--- config.mk ---
export PLATFORM = sky130hd
export DESIGN_NAME = lcd_raster_timing
export DESIGN_NICKNAME = d
export VERILOG_FILES = /design/src/rtl/lcdt_pkg.sv /design/src/rtl/lcdt_axis_ctr.sv /design/src/rtl/lcdt_shadow.sv /design/src/rtl/lcdt_axis_win.sv /design/src/rtl/lcd_raster_timing.sv
export SDC_FILE = /design/constraint.sdc
export NUM_CORES = 1
export LEC_CHECK = 0
export BUFFER_PORTS_ARGS = -buffer_cell sky130_fd_sc_hd__buf_2
export CAP_MARGIN = 20
export CORE_ASPECT_RATIO = 1.25
export CORE_MARGIN = 8
export CORE_UTILIZATION = 41
export CTS_BUF_LIST = sky130_fd_sc_hd__clkbuf_8
export DETAILED_ROUTE_END_ITERATION = 10
export SLEW_MARGIN = 10
export SYNTH_ARGS = -nofsm -noshare
export SYNTH_HDL_FRONTEND = slang
export SYNTH_HIERARCHICAL = 1
export SYNTH_SLANG_ARGS = --single-unit
export TNS_END_PERCENT = 10
--- constraint.sdc ---
create_clock -name clk -period 11.6 [get_ports clk]
set_input_delay 1.16 -clock clk [delete_from_list [all_inputs] [get_ports clk]]
set_output_delay 1.16 -clock clk [all_outputs]
set_load 0.02 [all_outputs]
--- src/rtl/lcdt_pkg.sv ---
package lcdt_pkg;
  localparam int unsigned CW = 16;

  typedef struct packed {
    logic [CW-1:0] sync_end;
    logic [CW-1:0] disp_start;
    logic [CW-1:0] active;
    logic [CW-1:0] total;
  } axis_cfg_t;
endpackage

--- src/rtl/lcdt_axis_ctr.sv ---
module lcdt_axis_ctr #(
  parameter int unsigned W = 16
) (
  input  logic         clk,
  input  logic         rst,
  input  logic         run,
  input  logic         step,
  input  logic [W-1:0] total,
  output logic [W-1:0] cnt,
  output logic         wrap
);
  logic last;

  assign last = ({1'b0, cnt} + 1'b1) >= {1'b0, total};
  assign wrap = run & step & last;

  always_ff @(posedge clk) begin
    if (rst || !run) begin
      cnt <= '0;
    end else if (step) begin
      cnt <= last ? '0 : cnt + 1'b1;
    end
  end


  cnt_range_chk: assert property (@(posedge clk) disable iff (rst)
    (total != '0) |-> (cnt < total));
endmodule

--- src/rtl/lcdt_shadow.sv ---
module lcdt_shadow
  import lcdt_pkg::*;
(
  input  logic          clk,
  input  logic          rst,
  input  logic          load,
  input  axis_cfg_t     h_in,
  input  axis_cfg_t     v_in,
  input  logic [CW-1:0] match_in,
  output axis_cfg_t     h_cfg,
  output axis_cfg_t     v_cfg,
  output logic [CW-1:0] match_cfg
);
  always_ff @(posedge clk) begin
    if (rst) begin
      h_cfg     <= '0;
      v_cfg     <= '0;
      match_cfg <= '0;
    end else if (load) begin
      h_cfg     <= h_in;
      v_cfg     <= v_in;
      match_cfg <= match_in;
    end
  end


  shadow_hold_chk: assert property (@(posedge clk) disable iff (rst)
    !load |=> ($stable(h_cfg) && $stable(v_cfg) && $stable(match_cfg)));
endmodule

--- src/rtl/lcdt_axis_win.sv ---
module lcdt_axis_win
  import lcdt_pkg::*;
(
  input  logic [CW-1:0] cnt,
  input  axis_cfg_t     cfg,
  output logic          in_sync,
  output logic          in_disp,
  output logic          at_ds,
  output logic          blank
);
  logic [CW:0] disp_end;

  assign disp_end = {1'b0, cfg.disp_start} + {1'b0, cfg.active};
  assign in_sync  = cnt < cfg.sync_end;
  assign at_ds    = cnt == cfg.disp_start;
  assign in_disp  = (cnt >= cfg.disp_start) && ({1'b0, cnt} < disp_end);
  assign blank    = (cnt < cfg.disp_start) || ({1'b0, cnt} > disp_end);
endmodule

--- src/rtl/lcd_raster_timing.sv ---
module lcd_raster_timing
  import lcdt_pkg::*;
(
  input  logic          clk,
  input  logic          rst,
  input  logic          en,
  input  logic [1:0]    pol,
  input  logic [CW-1:0] h_sync_end,
  input  logic [CW-1:0] h_disp_start,
  input  logic [CW-1:0] h_active,
  input  logic [CW-1:0] h_total,
  input  logic [CW-1:0] v_sync_end,
  input  logic [CW-1:0] v_disp_start,
  input  logic [CW-1:0] v_active,
  input  logic [CW-1:0] v_total,
  input  logic [CW-1:0] v_match,
  output logic          hsync,
  output logic          vsync,
  output logic          de,
  output logic [CW-1:0] cur_line,
  output logic          vsync_flag,
  output logic          vblank_flag,
  output logic          frame_start,
  output logic          disp_start,
  output logic          line_hit
);
  localparam int unsigned NAX = 2;  // axis 0 = pixels, axis 1 = lines

  axis_cfg_t     h_in, v_in, h_cfg, v_cfg;
  logic [CW-1:0] match_cfg;
  logic          h_wrap, v_wrap, shadow_load;
  logic [CW-1:0] cnt_a [NAX];
  axis_cfg_t     cfg_a [NAX];
  logic [NAX-1:0] sync_a, disp_a, ds_a, blank_a;

  assign h_in = '{sync_end: h_sync_end, disp_start: h_disp_start,
                  active: h_active, total: h_total};
  assign v_in = '{sync_end: v_sync_end, disp_start: v_disp_start,
                  active: v_active, total: v_total};

  assign shadow_load = !en || v_wrap;

  lcdt_shadow u_shadow (
    .clk(clk), .rst(rst), .load(shadow_load),
    .h_in(h_in), .v_in(v_in), .match_in(v_match),
    .h_cfg(h_cfg), .v_cfg(v_cfg), .match_cfg(match_cfg)
  );

  lcdt_axis_ctr #(.W(CW)) u_hctr (
    .clk(clk), .rst(rst), .run(en), .step(1'b1),
    .total(h_cfg.total), .cnt(cnt_a[0]), .wrap(h_wrap)
  );

  lcdt_axis_ctr #(.W(CW)) u_vctr (
    .clk(clk), .rst(rst), .run(en), .step(h_wrap),
    .total(v_cfg.total), .cnt(cnt_a[1]), .wrap(v_wrap)
  );

  assign cfg_a[0] = h_cfg;
  assign cfg_a[1] = v_cfg;

  for (genvar a = 0; a < NAX; a++) begin : g_win
    lcdt_axis_win u_win (
      .cnt(cnt_a[a]), .cfg(cfg_a[a]),
      .in_sync(sync_a[a]), .in_disp(disp_a[a]),
      .at_ds(ds_a[a]), .blank(blank_a[a])
    );
  end

  always_ff @(posedge clk) begin
    if (rst) begin
      hsync <= 1'b0; vsync <= 1'b0; de <= 1'b0; cur_line <= '0;
      vsync_flag <= 1'b0; vblank_flag <= 1'b0;
      frame_start <= 1'b0; disp_start <= 1'b0; line_hit <= 1'b0;
    end else if (!en) begin
      hsync <= ~pol[0]; vsync <= ~pol[1]; de <= 1'b0; cur_line <= '0;
      vsync_flag <= 1'b0; vblank_flag <= 1'b0;
      frame_start <= 1'b0; disp_start <= 1'b0; line_hit <= 1'b0;
    end else begin
      hsync       <= sync_a[0] ? pol[0] : ~pol[0];
      vsync       <= sync_a[1] ? pol[1] : ~pol[1];
      de          <= disp_a[0] & disp_a[1];
      cur_line    <= cnt_a[1];
      vsync_flag  <= sync_a[1];
      vblank_flag <= blank_a[1];
      frame_start <= (cnt_a[0] == '0) && (cnt_a[1] == '0);
      disp_start  <= ds_a[0] & ds_a[1];
      line_hit    <= (cnt_a[0] == '0) && (cnt_a[1] == match_cfg);
    end
  end


  de_blank_chk: assert property (@(posedge clk) disable iff (rst)
    de |-> !vblank_flag);


  hwin_excl_chk: assert property (@(posedge clk) disable iff (rst)
    disp_a[0] |-> !blank_a[0]);


  fstart_line_chk: assert property (@(posedge clk) disable iff (rst)
    frame_start |-> (cur_line == '0));


  idle_out_chk: assert property (@(posedge clk) disable iff (rst)
    !en |=> (!de && !vblank_flag && !vsync_flag && !line_hit &&
             (cur_line == '0) && (hsync == ~$past(pol[0]))));
endmodule

==> Word level (Yosys, flattened, before mapping) <==
Index checks and enable logic that the tools add are counted.
{ "word_totals": {"register_bits": 200, "inputBits": 149, "out_inout_bits": 24, "word_cells": 64} }
{ "op_classes": {"n_addsub": 6, "order_cmp": 10, "n_eq_ne": 3, "mux": 5, "bitwise_logic": 8, "n_reduce_logical": 12} }
{ "op_table": {"columns": ["cell", "count"], "rows": [
  ["$eq 16x16->1", 3],
  ["$lt 16x16->1", 3],
  ["$add 16x1->17 const B", 2],
  ["$add 16x16->17", 2],
  ["$ge 17x16->1", 2],
  ["$lt 16x17->1", 2],
  ["$add 16x1->16 const B", 2],
  ["$ge 16x16->1", 2],
  ["$logic_not 16->1", 2],
  ["$gt 16x17->1", 1],
  ["$mux 16", 1],
  ["$and 1x1->1", 5],
  ["$logic_and 1x1->1", 4],
  ["$mux 1", 4],
  ["$reduce_or 2->1", 2],
  ["$logic_or 1x1->1", 3],
  ["$not 1->1", 3],
  ["$logic_not 1->1", 1]
]} }

==> Logic depth before layout (Yosys ltp) <==
Gate-level depths: netlist (run 1).
{ "logic_depth": {"ltp_word": 6, "mapped_depth": 22, "depth_no_buf": 17} }

==> By module <==
Netlist (run 1), hierarchy kept.
{ "modules_own_cells": {"columns": ["module", "instances", "cells_each", "area_per_inst_um2", "seq_area_each_um2"], "rows": [
  ["lcdt_shadow", 1, 464, 5079.9, 2882.8],
  ["lcdt_axis_win", 2, 236, 1818.0, 0.0],
  ["lcdt_axis_ctr", 2, 172, 1356.3, 320.3],
  ["lcd_raster_timing", 1, 89, 918.4, 480.5]
]} }

==> Least setup slack after synthesis (run 1) <==
No wires, ideal clock.
{ "synth_timing": {"path_kind": "register to register", "startpoint": "register u_hctr.cnt[1]", "endpoint": "register u_shadow/h_cfg[0] (netlist name)", "setup_ps": 117, "arrival_ps": 4017, "required_time_ps": 11483, "setup_slack_ps": 7466, "stages_incl_launch_ff": 22, "n_path_buf": 5, "cell_sequence": "dfxtp_1 > ha_1 > nand3_2 > nor4_4 > nand3_1 > xnor2_1 > ha_1 > nand3_1 > nor2_1 > o311ai_0 > o211a_1 > clkbuf_1 > a21oi_1 > clkbuf_1 > nand2_1 > a21oi_1 > nand2b_1 > buf_4 > buf_6 > buf_6 > mux2i_1 > nor2_1"} }
{ "synth_between": {"elab_chain_len": 6} }
{ "synth_rtl": {"columns": ["element", "line_no", "text"], "rows": [
  ["start: declaration", "lcdt_axis_ctr.sv:9", "output logic [W-1:0] cnt,"],
  ["start signal: assignment", "lcdt_axis_ctr.sv:21", "cnt <= last ? '0 : cnt + 1'b1;"],
  ["$add 16x1->17", "lcdt_axis_ctr.sv:14", "assign last = ({1'b0, cnt} + 1'b1) >= {1'b0, total};"],
  ["$ge 17x16->1", "lcdt_axis_ctr.sv:14", null],
  ["$and 1x1->1", "lcdt_axis_ctr.sv:15", "assign wrap = run & step & last;"],
  ["named net h_wrap", "lcd_raster_timing.sv:31", "logic h_wrap, v_wrap, shadow_load;"],
  ["$and 1x1->1 (2 in a row)", "lcdt_axis_ctr.sv:15", null],
  ["named net v_wrap", "lcd_raster_timing.sv:31", null],
  ["$logic_or 1x1->1", "lcd_raster_timing.sv:41", "assign shadow_load = !en || v_wrap;"],
  ["named net shadow_load", "lcd_raster_timing.sv:31", null]
]} }
The timed path passes the listed nets, and every way through them passes these cells.
A chain may end at the register's enable or synchronous reset.

==> Worst setup path after layout (run 1) <==
{ "layout_timing": {"startpoint": "register u_hctr.cnt[1]", "endpoint": "register u_shadow/h_cfg[30] (netlist name)"} }
{ "layout_between": {"elab_chain_len": 6} }
{ "layout_rtl": {"columns": ["element", "line_no"], "rows": [
  ["$add 16x1->17", "lcdt_axis_ctr.sv:14"],
  ["$ge 17x16->1", "lcdt_axis_ctr.sv:14"],
  ["$and 1x1->1", "lcdt_axis_ctr.sv:15"],
  ["named net h_wrap", "lcd_raster_timing.sv:31"],
  ["$and 1x1->1 (2 in a row)", "lcdt_axis_ctr.sv:15"],
  ["named net v_wrap", "lcd_raster_timing.sv:31"],
  ["$logic_or 1x1->1", "lcd_raster_timing.sv:41"],
  ["named net shadow_load", "lcd_raster_timing.sv:31"]
]} }
The timed path passes the listed nets, and every way through them passes these cells.

==> flow_summary.yaml, run 1 <==
cells_and_area:
  antenna_cells: 0
  drive_above_1_share_pct: 16.1
  stdcell_count: 1938
  area_growth_pct: 12.4
  nets: 1835
setup_path:
  r2r_cells: 17
  critical_path_required_ps: 11950
  cp-start-kind: "flop"
  crit_type: "flop to flop"
  critPathCaptureType: "flop"
  arrival_ps: 6410
  cp_max_fo: 56
  rrSetupSlack_ps: 5540
sta:
  rsz0062_at_grt: "false"
  clock_skew_ps: 18.0
  clock.fmax_mhz: 165
  setup_viol: 0
  min_period_ps: 6060
  fin_ws_ps: 5540
  final_hold_viol_count: 0
  maxSlewViolCount: 0
  period_share_pct: 52.2
  setup_tns_ps: 0
  hold-worst-slack_ps: 503
  max-slew-margin-rel_pct: 37.2
  worst_slew_pin_slew_ps: 943
clock_network:
  insertion_delay_ps: 500
  root_buffer: "clkbuf_8"
  cts_tree: "built"
  clockBufferDepth: 2
  htree_num_levels: 4
  clkSinkCount: 200
  postCtsResizedCells: 0
  cts_setup_buffers: 0
  ctsHoldBuffers: 0
  path_clk_slew_ps: 120
  cts_made_buffers: 17
placed_design:
  gp_congestion: 0.880
  dp.final_hpwl_um: 25400
  post-place-ws_ps: 5740
  io_buffers: 172
  placed_cells: 1906
floorplan:
  rows: 71
  floorplan.initialDensity_pct: 41.3
  dieArea_um2: 35900
  design.core.area_um2: 29800
  ioPinCount: 173
  die_w_um: 171
  die_y_um: 210
worst_hold_path:
  hold-path-cell-count: 2
  hp-class: "flop to flop"
pwr:
  power_frac_comb_pct: 16.5
  total_power_w: 0.00142
  clockPowerShare_pct: 31.2
  ir_worst_vdd_mv: 0.0611
  intPower_w: 0.000978
  p_sw_share_pct: 30.9
  power.leakage_nw: 6.87
  seqPwrFrac_pct: 52.3
  p_per_area_nw_per_um2: 102
  switchingPower_w: 0.000437
synthesis:
  syn-instance-count: 1366
  syn_area_um2: 12300
  yosys_warnings: 6
  postSynthAreaPerCell_um2: 9.02
detailed_routing:
  wirelength_um: 33300
  drtIter0Drc: 527
  firstDrtPassIters: 5
  via_count: 10000
  drc: 0
  ant_nets: 0
  viasPerCell: 5.18
  wl_per_cell_um: 17.2
grt:
  grt_max_degree: 79
  grt_pass1_vias: 10200
  antenna_found_initial: 0
  grt_usage_pct: 18.6
  grt-ovfl-total: 0
  grt_pass1_wl_um: 53000
job:
  maxCapViolations: 0
outcome:
  status: "complete, no violations"
-- power by group through the flow --
stage,combinational [W],sequential (W),clock (W)
after floorplan,0.000169,0.000750,0
after global placement,0.000229,0.000756,0
after detailed placement,0.000233,0.000757,0
after CTS,0.000235,0.000742,0.000460
after global routing,0.000264,0.000745,0.000487
final,0.000234,0.000741,0.000441
-- critical path: stages (launching register included) --
cell	delay (ps)
dfxtp_1	490
ha_1	310
nand3_2	150
nor4_4	470
nand3_1	210
xnor2_1	180
ha_1	310
nand3_1	110
nor2_1	160
o311ai_0	150
o211a_1	310
a21oi_1	790
nand2_1	140
a21oi_1	160
nand2b_4	670
buf_4	850
mux2i_1	270
nor2_1	60
-- metal layers --
metal / vias up / GRT usage, % / share of wire [%]
met5: - / 0 / 0
li1: 5098 / - / -
met2: 248 / 33.2 / 50
met4: 0 / 5.35 / 1.8
met3: 35 / 3.42 / 4.9
met1: 4649 / 22.3 / 44
-- flip-flops by register name, summed over array words and instances (netlist names), 16 cells and up --
| signal | cells |
|---|---|
| cur_line | 16 |
| u_shadow/h_cfg | 64 |
| u_shadow/v_cfg | 64 |
| u_shadow/match_cfg | 16 |
| u_vctr/cnt | 16 |
| u_hctr/cnt | 16 |
-- area by class of cell --
class                           instances  area, µm²
Fill cell                            3024      16000
Multi-Input combinational cell       1019       7670
Sequential cell                       200       4000
Timing Repair Buffer                  176        893
Tap cell                              401        502
Inverter                              110        413
Clock buffer                           17        234
Clock inverter                         15        136
-- metrics by stage --
stage | utilization [%] | area, µm²
CTS | 46.4 | 13900
global placement | 45.2 | 13500
floorplan | - | 12300
finish | 46.4 | 13900
global route | 46.4 | 13900
detailed placement | 45.2 | 13500
-- path summary, 6_finish.rpt --
check,startpoint,endpoint
worst max-delay path,u_hctr/cnt[1],u_shadow/h_cfg[30]
worst min-delay path,u_shadow/h_cfg[63],u_shadow/h_cfg[63]
worst max register to register,u_hctr/cnt[1],u_shadow/h_cfg[30]
worst min register to register,u_shadow/h_cfg[63],u_shadow/h_cfg[63]
-- cell usage in the layout (no fill, tap or decap), drive strengths merged, types with 14 or more instances in the layout --
cell    instances
o21ai          44
and2           18
clkbuf         17
xor2           46
nor2          190
nand3          37
ha            160
nand4          27
dfxtp         200
mux2i         144
xnor2          26
nand2          42
nor4           14
inv           118
and3           25
a21oi          78
buf           176
a21o           41
Power figures use the tool's default switching activity.
==> run 2, diff against run 1 <==
==> constraint.sdc (replaced) <==
create_clock -name clk -period 6.19 [get_ports clk]
set_input_delay 0.619 -clock clk [delete_from_list [all_inputs] [get_ports clk]]
set_output_delay 0.619 -clock clk [all_outputs]
set_load 0.02 [all_outputs]
==> flow_summary.yaml, run 2 (synthesis gave the netlist of run 1 again) <==
job:
  maxCapViolations: 0
pwr:
  seqPwrFrac_pct: 50.2
  power_frac_comb_pct: 15.9
  p_per_area_nw_per_um2: 198
  switchingPower_w: 0.000867
  power.leakage_nw: 6.94
  ir_worst_vdd_mv: 0.122
  p_sw_share_pct: 31.3
  clockPowerShare_pct: 33.9
  intPower_w: 0.00190
sta:
  hold-worst-slack_ps: 345
  max-slew-margin-rel_pct: 43.2
  rsz0062_at_grt: "false"
  setup_tns_ps: 0
  worst_slew_pin_slew_ps: 852
  final_hold_viol_count: 0
  clock_skew_ps: 30.3
  clock.fmax_mhz: 208
  min_period_ps: 4810
  maxSlewViolCount: 0
  setup_viol: 0
  period_share_pct: 77.7
  fin_ws_ps: 1380
clock_network:
  ctsHoldBuffers: 0
  root_buffer: "clkbuf_8"
  clkSinkCount: 200
  path_clk_slew_ps: 140
  htree_num_levels: 4
  cts_made_buffers: 17
  cts_tree: "built"
  postCtsResizedCells: 0
  cts_setup_buffers: 0
  insertion_delay_ps: 490
  clockBufferDepth: 2
placed_design:
  gp_congestion: 0.873
  io_buffers: 172
  dp.final_hpwl_um: 25600
  post-place-ws_ps: 1480
grt:
  grt_usage_pct: 18.7
  grt_max_degree: 79
  grt_pass1_vias: 10300
  grt-ovfl-total: 0
  antenna_found_initial: 0
  grt_pass1_wl_um: 53400
outcome:
  status: "complete, no violations"
detailed_routing:
  drc: 0
  ant_nets: 0
  viasPerCell: 5.20
  wirelength_um: 33700
  firstDrtPassIters: 5
  wl_per_cell_um: 17.4
  via_count: 10100
  drtIter0Drc: 678
cells_and_area:
  final.fill_count: 2979
  mostFrequentLayoutCells: "200 x dfxtp_1, 190 x nor2_1, 171 x buf_2"
  drive_above_1_share_pct: 16.3
  utilization_pct: 46.9
  reg_top3: "u_shadow/h_cfg: 64 flops, u_shadow/v_cfg: 64 flops"
  final_common_cell: "dfxtp_1"
  nets: 1837
  area_growth_pct: 13.4
setup_path:
  crit_type: "flop to flop"
  arrival_ps: 5150
  cp-start-kind: "flop"
  cp_max_fo: 48
  critical_path_required_ps: 6530
  r2r_cells: 18
  critPathCaptureType: "flop"
floorplan:
  ioPinCount: 173
  die_w_um: 171
  dieArea_um2: 35900
  rows: 71
  floorplan.initialDensity_pct: 41.3
  design.core.area_um2: 29800
  die_y_um: 210
worst_hold_path:
  hp-class: "primary input to flop"
  hold-path-cell-count: 3
[run 2: cell type report]
class | count | area, µm² | area share (%)
Multi-Input combinational cell | 1019 | 7670 | 54.8
Sequential cell | 200 | 4000 | 28.6
Timing Repair Buffer | 178 | 946 | 6.76
Tap cell | 401 | 502 | 3.59
Inverter | 110 | 413 | 2.95
Clock buffer | 17 | 234 | 1.67
Clock inverter | 15 | 215 | 1.54
Antenna cell | 1 | 2.50 | 0.0179
[run 2: worst paths after layout]
path	end	startpoint	slack (ps)
worst max register to register	u_shadow/v_cfg[28]	u_hctr/cnt[0]	1380
worst max-delay path	u_shadow/v_cfg[28]	u_hctr/cnt[0]	1380
worst min-delay path	u_shadow/v_cfg[35]	v_disp_start[3]	350
worst min register to register	u_shadow/h_cfg[3]	u_shadow/h_cfg[3]	500
[run 2: power groups by stage]
stage | combinational (W) | clock, W | sequential (W)
2_1_floorplan | 0.000316 | 0 | 0.00141
3_3_place_gp | 0.000431 | 0 | 0.00142
3_5_place_dp | 0.000439 | 0 | 0.00142
4_1_cts | 0.000443 | 0.000968 | 0.00139
5_1_grt | 0.000498 | 0.00102 | 0.00140
6_report | 0.000440 | 0.000938 | 0.00139
[run 2: through the flow]
step | std cells | total power [W] | cell area [µm²]
floorplan | 1371 | 0.00172 | 12300
global placement | 1908 | 0.00185 | 13500
detailed placement | 1908 | 0.00186 | 13500
CTS | 1940 | 0.00280 | 14000
global route | 1940 | 0.00292 | 14000
finish | 1941 | 0.00277 | 14000
[run 2: layer usage]
metal | part of all wire, % | track usage [%] | vias up
met3 | 4.9 | 3.67 | 59
met4 | 3.1 | 7.42 | 0
met1 | 44 | 22.2 | 4682
met2 | 48 | 32.5 | 238
met5 | 0 | 0 | -
li1 | - | - | 5113
[run 2: critical path: stages, from the launching register on]
cell and delay [ps]:
dfxtp_1 530, ha_1 300, nand3_2 150, nor4_4 500
nand3_1 240, xnor2_1 200, ha_1 320, nand3_1 100
nor2_1 150, o311ai_0 150, o211a_1 330, a21oi_1 210
buf_4 200, nand2_1 60, a21oi_1 120, nand2b_4 380
buf_12 340, mux2i_1 250, nor2_1 60
